===== config.mk =====
export PLATFORM = sky130hd
export DESIGN_NAME = link_train_seq
export DESIGN_NICKNAME = d
export VERILOG_FILES = /design/src/rtl/lts_pkg.sv /design/src/rtl/lts_ctrl.sv /design/src/rtl/lts_datapath.sv /design/src/rtl/link_train_seq.sv
export SDC_FILE = /design/constraint.sdc
export NUM_CORES = 1
export LEC_CHECK = 0
export ABC_AREA = 1
export CAP_MARGIN = 20
export CORE_MARGIN = 4
export CORE_UTILIZATION = 30
export CTS_CLUSTER_DIAMETER = 120
export DETAILED_ROUTE_END_ITERATION = 16
export PLACE_DENSITY = 0.56
export SETUP_SLACK_MARGIN = 0.15
export SLEW_MARGIN = 40
export SYNTH_ARGS = -nofsm -noshare
export SYNTH_HDL_FRONTEND = slang
export SYNTH_HIERARCHICAL = 1
export SYNTH_SLANG_ARGS = --single-unit

===== constraint.sdc =====
create_clock -name clk -period 2.95 [get_ports clk]
set_input_delay 0.4425 -clock clk [delete_from_list [all_inputs] [get_ports clk]]
set_output_delay 0.4425 -clock clk [all_outputs]
set_load 0.1 [all_outputs]

===== src/rtl/lts_pkg.sv =====
package lts_pkg;

  typedef enum logic [2:0] {
    STEP_NONE  = 3'd0,
    STEP_ADDR  = 3'd1,
    STEP_WCK   = 3'd2,
    STEP_READ  = 3'd3,
    STEP_WRITE = 3'd4
  } step_e;

  typedef enum logic [1:0] {
    CMD_ADDR_CAP   = 2'd0,
    CMD_FIFO_LOAD  = 2'd1,
    CMD_FIFO_READ  = 2'd2,
    CMD_FIFO_WRITE = 2'd3
  } cmd_e;

  typedef struct packed {
    logic clrSweep;
    logic armSettle;
    logic incIdx;
    logic samplePass;
    logic sampleLate;
    logic commit;
  } strobe_t;

endpackage


===== src/rtl/lts_ctrl.sv =====
module lts_ctrl
  import lts_pkg::*;
(
  input  logic    clk,
  input  logic    rst_n,
  input  logic    start,
  input  logic    cfgAddrEn,
  input  logic    retrainReq,
  input  logic    freqChange,
  input  logic    refreshWin,
  input  logic    cmdAck,
  input  logic    settleDone,
  input  logic    lastIdx,
  input  logic    found,
  input  logic    edgeNow,
  output strobe_t strb,
  output step_e   curStep,
  output logic    cmdReq,
  output logic [1:0] cmdKind,
  output logic [2:0] stepId,
  output logic    done,
  output logic    error
);

  typedef enum logic [2:0] {
    S_IDLE, S_LOAD, S_SETTLE, S_ISSUE, S_EVAL, S_NEXT, S_DONE, S_FAIL
  } state_e;

  state_e state, nState;
  step_e  nStep, launchStep, firstStep;
  logic   wrSub, nWrSub, launch;
  cmd_e   kindSel;

  always_comb begin
    strb       = '0;
    nState     = state;
    nStep      = curStep;
    nWrSub     = wrSub;
    cmdReq     = 1'b0;
    kindSel    = CMD_ADDR_CAP;
    launch     = 1'b0;
    launchStep = STEP_NONE;
    firstStep  = cfgAddrEn ? STEP_ADDR : STEP_WCK;
    case (state)
      S_IDLE: begin
        if (start) begin
          launch = 1'b1;
          launchStep = firstStep;
        end
      end
      S_LOAD: begin
        cmdReq  = 1'b1;
        kindSel = CMD_FIFO_LOAD;
        if (cmdAck) begin
          strb.armSettle = 1'b1;
          nState = S_SETTLE;
        end
      end
      S_SETTLE: begin
        if (settleDone) begin
          nWrSub = 1'b0;
          nState = (curStep == STEP_WCK) ? S_EVAL : S_ISSUE;
        end
      end
      S_ISSUE: begin
        cmdReq = 1'b1;
        if (curStep == STEP_ADDR)       kindSel = CMD_ADDR_CAP;
        else if (curStep == STEP_WRITE) kindSel = wrSub ? CMD_FIFO_READ : CMD_FIFO_WRITE;
        else                            kindSel = CMD_FIFO_READ;
        if (cmdAck) begin
          if (curStep == STEP_WRITE && !wrSub) begin
            nWrSub = 1'b1;
          end else begin
            strb.samplePass = 1'b1;
            nState = S_NEXT;
          end
        end
      end
      S_EVAL: begin
        if (edgeNow) begin
          strb.commit = 1'b1;
          launch = 1'b1;
          launchStep = STEP_READ;
        end else if (lastIdx) begin
          nState = S_FAIL;
        end else begin
          strb.sampleLate = 1'b1;
          strb.incIdx     = 1'b1;
          strb.armSettle  = 1'b1;
          nState = S_SETTLE;
        end
      end
      S_NEXT: begin
        if (lastIdx) begin
          if (found) begin
            strb.commit = 1'b1;
            if (curStep == STEP_WRITE) begin
              nState = S_DONE;
            end else begin
              launch = 1'b1;
              launchStep = (curStep == STEP_ADDR) ? STEP_WCK : STEP_WRITE;
            end
          end else begin
            nState = S_FAIL;
          end
        end else begin
          strb.incIdx    = 1'b1;
          strb.armSettle = 1'b1;
          nState = S_SETTLE;
        end
      end
      S_DONE: begin
        if (start) begin
          launch = 1'b1;
          launchStep = firstStep;
        end else if (retrainReq && refreshWin) begin
          launch = 1'b1;
          launchStep = freqChange ? STEP_WCK : STEP_READ;
        end
      end
      S_FAIL: begin
        if (start) begin
          launch = 1'b1;
          launchStep = firstStep;
        end
      end
      default: nState = S_IDLE;
    endcase
    if (launch) begin
      nStep = launchStep;
      strb.clrSweep = 1'b1;
      if (launchStep == STEP_READ) begin
        nState = S_LOAD;
      end else begin
        nState = S_SETTLE;
        strb.armSettle = 1'b1;
      end
    end
  end

  always_ff @(posedge clk or negedge rst_n) begin
    if (!rst_n) begin
      state   <= S_IDLE;
      curStep <= STEP_NONE;
      wrSub   <= 1'b0;
    end else begin
      state   <= nState;
      curStep <= nStep;
      wrSub   <= nWrSub;
    end
  end

  assign cmdKind = kindSel;
  assign done    = (state == S_DONE);
  assign error   = (state == S_FAIL);
  assign stepId  = (state == S_IDLE || state == S_DONE || state == S_FAIL) ? 3'd0 : curStep;

  AST_REQ_HOLD: assert property (@(posedge clk) disable iff (!rst_n)
    cmdReq && !cmdAck |=> cmdReq);
  AST_KIND_STABLE: assert property (@(posedge clk) disable iff (!rst_n)
    cmdReq && !cmdAck |=> $stable(cmdKind));
  AST_DONE_AFTER_WRITE: assert property (@(posedge clk) disable iff (!rst_n)
    $rose(done) |-> $past(curStep) == STEP_WRITE);
  AST_FAIL_HOLD: assert property (@(posedge clk) disable iff (!rst_n)
    error && !start |=> error && !cmdReq);

endmodule


===== src/rtl/lts_datapath.sv =====
module lts_datapath
  import lts_pkg::*;
#(
  parameter int PHASE_W  = 6,
  parameter int SETTLE_W = 8
) (
  input  logic                clk,
  input  logic                rst_n,
  input  strobe_t             strb,
  input  step_e               curStep,
  input  logic [SETTLE_W-1:0] cfgSettle,
  input  logic                resultPass,
  input  logic                lateFlag,
  output logic [PHASE_W-1:0]  phaseIdx,
  output logic                settleDone,
  output logic                lastIdx,
  output logic                found,
  output logic                edgeNow,
  output logic [PHASE_W-1:0]  addrPhase,
  output logic [PHASE_W-1:0]  wckPhase,
  output logic [PHASE_W-1:0]  readPhase,
  output logic [PHASE_W-1:0]  writePhase
);

  localparam int NUM_RES = 4;
  localparam int SUM_W   = PHASE_W + 1;

  logic [PHASE_W-1:0]  firstPass, lastPass, commitVal;
  logic [SUM_W-1:0]    winSum;
  logic [SETTLE_W-1:0] settleCnt;
  logic                havePrev, prevLate;
  logic [PHASE_W-1:0]  resPhase [NUM_RES];

  always_ff @(posedge clk or negedge rst_n) begin
    if (!rst_n) begin
      phaseIdx  <= '0;
      found     <= 1'b0;
      firstPass <= '0;
      lastPass  <= '0;
      havePrev  <= 1'b0;
      prevLate  <= 1'b0;
    end else if (strb.clrSweep) begin
      phaseIdx  <= '0;
      found     <= 1'b0;
      firstPass <= '0;
      lastPass  <= '0;
      havePrev  <= 1'b0;
      prevLate  <= 1'b0;
    end else begin
      if (strb.incIdx) phaseIdx <= phaseIdx + 1'b1;
      if (strb.samplePass && resultPass) begin
        if (!found) firstPass <= phaseIdx;
        lastPass <= phaseIdx;
        found    <= 1'b1;
      end
      if (strb.sampleLate) begin
        prevLate <= lateFlag;
        havePrev <= 1'b1;
      end
    end
  end

  always_ff @(posedge clk or negedge rst_n) begin
    if (!rst_n)                settleCnt <= '0;
    else if (strb.armSettle)   settleCnt <= cfgSettle;
    else if (settleCnt != '0)  settleCnt <= settleCnt - 1'b1;
  end

  assign settleDone = (settleCnt == '0);
  assign lastIdx    = &phaseIdx;
  assign edgeNow    = lateFlag && havePrev && !prevLate;
  assign winSum     = {1'b0, firstPass} + {1'b0, lastPass};
  assign commitVal  = (curStep == STEP_WCK) ? phaseIdx : winSum[SUM_W-1:1];

  for (genvar g = 0; g < NUM_RES; g++) begin : g_res
    localparam step_e OWN_STEP = step_e'(3'(g + 1));
    always_ff @(posedge clk or negedge rst_n) begin
      if (!rst_n)                                 resPhase[g] <= '0;
      else if (strb.commit && curStep == OWN_STEP) resPhase[g] <= commitVal;
    end
  end

  assign addrPhase  = resPhase[0];
  assign wckPhase   = resPhase[1];
  assign readPhase  = resPhase[2];
  assign writePhase = resPhase[3];

  AST_SETTLE_HOLD: assert property (@(posedge clk) disable iff (!rst_n)
    settleCnt != '0 |=> $stable(phaseIdx));
  AST_WINDOW_ORDER: assert property (@(posedge clk) disable iff (!rst_n)
    found |-> firstPass <= lastPass);
  AST_COMMIT_NEEDS_PASS: assert property (@(posedge clk) disable iff (!rst_n)
    strb.commit && curStep != STEP_WCK |-> found);

endmodule


===== src/rtl/link_train_seq.sv =====
module link_train_seq
  import lts_pkg::*;
#(
  parameter int PHASE_W  = 6,
  parameter int SETTLE_W = 8
) (
  input  logic                clk,
  input  logic                rst_n,
  input  logic                start,
  input  logic                cfgAddrEn,
  input  logic [SETTLE_W-1:0] cfgSettle,
  input  logic                retrainReq,
  input  logic                freqChange,
  input  logic                refreshWin,
  output logic                cmdReq,
  output logic [1:0]          cmdKind,
  input  logic                cmdAck,
  input  logic                resultPass,
  input  logic                lateFlag,
  output logic [PHASE_W-1:0]  phaseIdx,
  output logic [2:0]          stepId,
  output logic [PHASE_W-1:0]  addrPhase,
  output logic [PHASE_W-1:0]  wckPhase,
  output logic [PHASE_W-1:0]  readPhase,
  output logic [PHASE_W-1:0]  writePhase,
  output logic                done,
  output logic                error
);

  strobe_t strb;
  step_e   curStep;
  logic    settleDone, lastIdx, found, edgeNow;

  lts_ctrl u_ctrl (
    .clk(clk), .rst_n(rst_n), .start(start), .cfgAddrEn(cfgAddrEn),
    .retrainReq(retrainReq), .freqChange(freqChange), .refreshWin(refreshWin),
    .cmdAck(cmdAck), .settleDone(settleDone), .lastIdx(lastIdx), .found(found),
    .edgeNow(edgeNow), .strb(strb), .curStep(curStep), .cmdReq(cmdReq),
    .cmdKind(cmdKind), .stepId(stepId), .done(done), .error(error)
  );

  lts_datapath #(.PHASE_W(PHASE_W), .SETTLE_W(SETTLE_W)) u_dp (
    .clk(clk), .rst_n(rst_n), .strb(strb), .curStep(curStep), .cfgSettle(cfgSettle),
    .resultPass(resultPass), .lateFlag(lateFlag), .phaseIdx(phaseIdx),
    .settleDone(settleDone), .lastIdx(lastIdx), .found(found), .edgeNow(edgeNow),
    .addrPhase(addrPhase), .wckPhase(wckPhase), .readPhase(readPhase),
    .writePhase(writePhase)
  );

endmodule


==> metrics.csv <==
metric,value,unit
worst path bufs/invs,3,
Leak Pwr,2.26,nW
Yosys warning count,6,
Max IR drop VDD,734,uV
mux contribution to synthesized area,2.30,%
adder-cell share of the synthesized area,3.18,%
final worst-path setup slack,503,ps
Max Slew Vio Count,0,
"Max stage delay cell, worst path",dfrtp_2,
top-area cell type share of the netlist area,44.4,%
gp weighted congestion,0.853,
async set-or-reset flop fraction in the synthesized netlist,100,%
Die X,114,microns
drt total wl,8520,microns
Synth top cells by count,"117 x nand2_1, 60 x dfrtp_1, 50 x inv_1",
area of the multi-input gates,1620,sq um
initial antenna violation count,0,
Yosys top cell by area,dfrtp_1,
Synth Area in Compound Gates,10.3,%
total gr overflow,0,
# setup viols final,0,
Skew-Pair Late Insertion Delay,320,ps
Starting Density,30.9,%
Pwr Density,1020,nW/um^2
count of flip-flops with a built-in enable after synthesis,0,
Avg Synthesized Cell Area,7.93,sq um
Max-cap violations,0,
CTS tree,built,
drt first pass iters,4,
Die Y,114,microns
1st-iter DRT viols,162,
final hold vios,0,
via count,2945,
number of hold buffers added after CTS,0,
Synth-to-Final Area Change,27.9,%
Setup WS pre-CTS,396,ps
Worst path max stage delay,420,ps
# H-tree levels,3,
Register Area,1510,sq um
gr usage total,14.0,%
largest family of logic cells by synthesized area,simple AND/OR/NAND/NOR gates,
setup tns final,0,ps
largest net degree at the start of global routing,39,
total CTS buffers,9,
Antenna diodes,0,
Crit path top cell by count,nand2_1,
Crit path arrival time,2660,ps
max_slew headroom,66.2,%
required time of the critical path,3160,ps
row count,38,
run status,finished clean,
Max Freq,409,MHz
CP Class,reg2reg,
cell family with most CP delay,simple AND/OR/NAND/NOR gates,
Post-layout nets,517,
post-cts sizing count,0,
IO Pins,56,
"Cell Count, Final, Fillers Out",636,
CP Cell Sequence,ha_1 > nand2_1 > nor4_2 > buf_4 > nand2_1 > inv_1 > nand3_2 > nand3_2 > nand2_2 > o211ai_1 > inv_1 > nand2_1 > o22ai_1 > nor2_1,
port buffer count,55,
Worst-Margin Slew,506,ps
Synth area leaders,"dfrtp_1 44%, nand2_1 13%, inv_1 5.6%",
min Tclk post-route,2450,ps
fin crit share,82.9,%
cell with the most instances after synthesis,nand2_1,
post-route ant nets,0,
first-pass GRT wire length,14400,microns
core box area,10900,sq um
post-placement cell count,620,
"Distinct cells, synth",41,
Crit. End Element,flop,
clk sink count,60,
clk buf depth,2,
cell count after synthesis,426,
die area,13000,sq um
Post-Synth Simple-Gate Area,31.5,%
Fin Clk Skew,3.49,ps
unrepaired setup endpoints after global routing,false,
Hold WS,83.7,ps
drt via density,4.63,
# DRC,0,
Layout fillers,1126,
Avg WL per Cell,13.4,microns
crit start category,flop,
Crit Path Max Fanout,14,
layout cells sized above 1,22.8,%
postcts setup bufs,0,
Yosys reg bits,60,
synthesized cell area,3380,sq um
post-DP HPWL,6580,microns
Synth Area in XOR/XNOR,0.518,%
"Seq/Total Area, Yosys",44.4,%
worst min path class,in2async,
CTS root buf,clkbuf_16,
clock slew at reported path FFs,50,ps
Post-synth top flop,dfrtp_1,
vias in the first global route,2936,
syn_nets,452,
metrics by stage:
stage	power [W]	cell area [sq um]	utilization (%)
floorplan	0.00292	3390	-
global placement	0.00337	4020	36.7
detailed placement	0.00340	4020	36.7
CTS	0.00447	4320	39.5
global route	0.00474	4320	39.5
finish	0.00443	4320	39.5
metal layers:
| metal | track usage, % | wire length (microns) | vias to the layer above |
|---|---|---|---|
| met5 | 0 | 0 | - |
| met4 | 5.23 | 78 | 0 |
| met3 | 2.64 | 348 | 7 |
| met2 | 20.8 | 3750 | 55 |
| met1 | 20.1 | 4350 | 1379 |
| li1 | - | - | 1504 |
where the power goes:
part,internal [W],switching (W)
sequential,0.00103,0.000183
clock,0.000696,0.000361
combinational,0.000567,0.00159
placed cells by master (no fill, tap or decap), drive strengths merged, types with 2 or more instances in the layout:
cell type,count
a21oi,18
mux2,6
o21ai,29
ha,7
or2,2
xor2,2
nor3,5
nor4,3
o22ai,5
buf,44
dfrtp,60
clkinv,2
clkbuf,12
nand2,129
o21bai,2
nand3,39
nand3b,2
nor2,44
inv,58
clkdlybuf4s50,16
o211ai,3
path summary, 6_finish.rpt:
| kind | start | cells after the start | slack (ps) | to |
|---|---|---|---|---|
| hold reg to reg | u_dp/writePhase[2] | 2 | 480 | u_dp/writePhase[2] |
| setup reg to reg | u_dp/phaseIdx[0] | 14 | 500 | u_dp/settleCnt[3] |
| hold / removal | rst_n | 1 | 80 | u_ctrl/state[2] |
| max in group asynchronous | rst_n | 2 | 2280 | u_dp/writePhase[0] |
| setup / recovery | u_dp/phaseIdx[0] | 14 | 500 | u_dp/settleCnt[3] |
| min in group clk | u_dp/writePhase[2] | 2 | 480 | u_dp/writePhase[2] |
sequential cells by signal (all words and copies together), names as in the netlist:
name,cells
u_dp/phaseIdx,6
u_dp/havePrev,1
u_ctrl/wrSub,1
u_dp/lastPass,6
u_dp/writePhase,6
u_dp/found,1
u_dp/wckPhase,6
u_dp/readPhase,6
u_dp/settleCnt,8
u_dp/addrPhase,6
u_dp/prevLate,1
u_dp/firstPass,6
u_ctrl/state,3
u_ctrl/curStep,3
cell type report:
cell class | instances | share of cell area, %
clock buffer | 12 | 5.94
clock inverter | 4 | 1.10
tap | 140 | 4.05
sequential | 60 | 34.9
timing repair buffer | 60 | 11.3
multi-input combinational | 302 | 37.5
inverter | 58 | 5.15
cell families (layout without fill, tap and decap cells):
| kind of cell | count (synthesis) | count (layout) |
|---|---|---|
| adder cells (fa/ha/maj) | 8 | 8 |
| multiplexers | 7 | 7 |
| flip-flops | 60 | 60 |
| XOR/XNOR | 2 | 2 |
| AND/OR/NAND/NOR | 226 | 226 |
| AO/OA/AOI/OAI | 59 | 59 |
| buffers and inverters | 64 | 134 |
No activity file was read; power rests on OpenSTA's default activity.
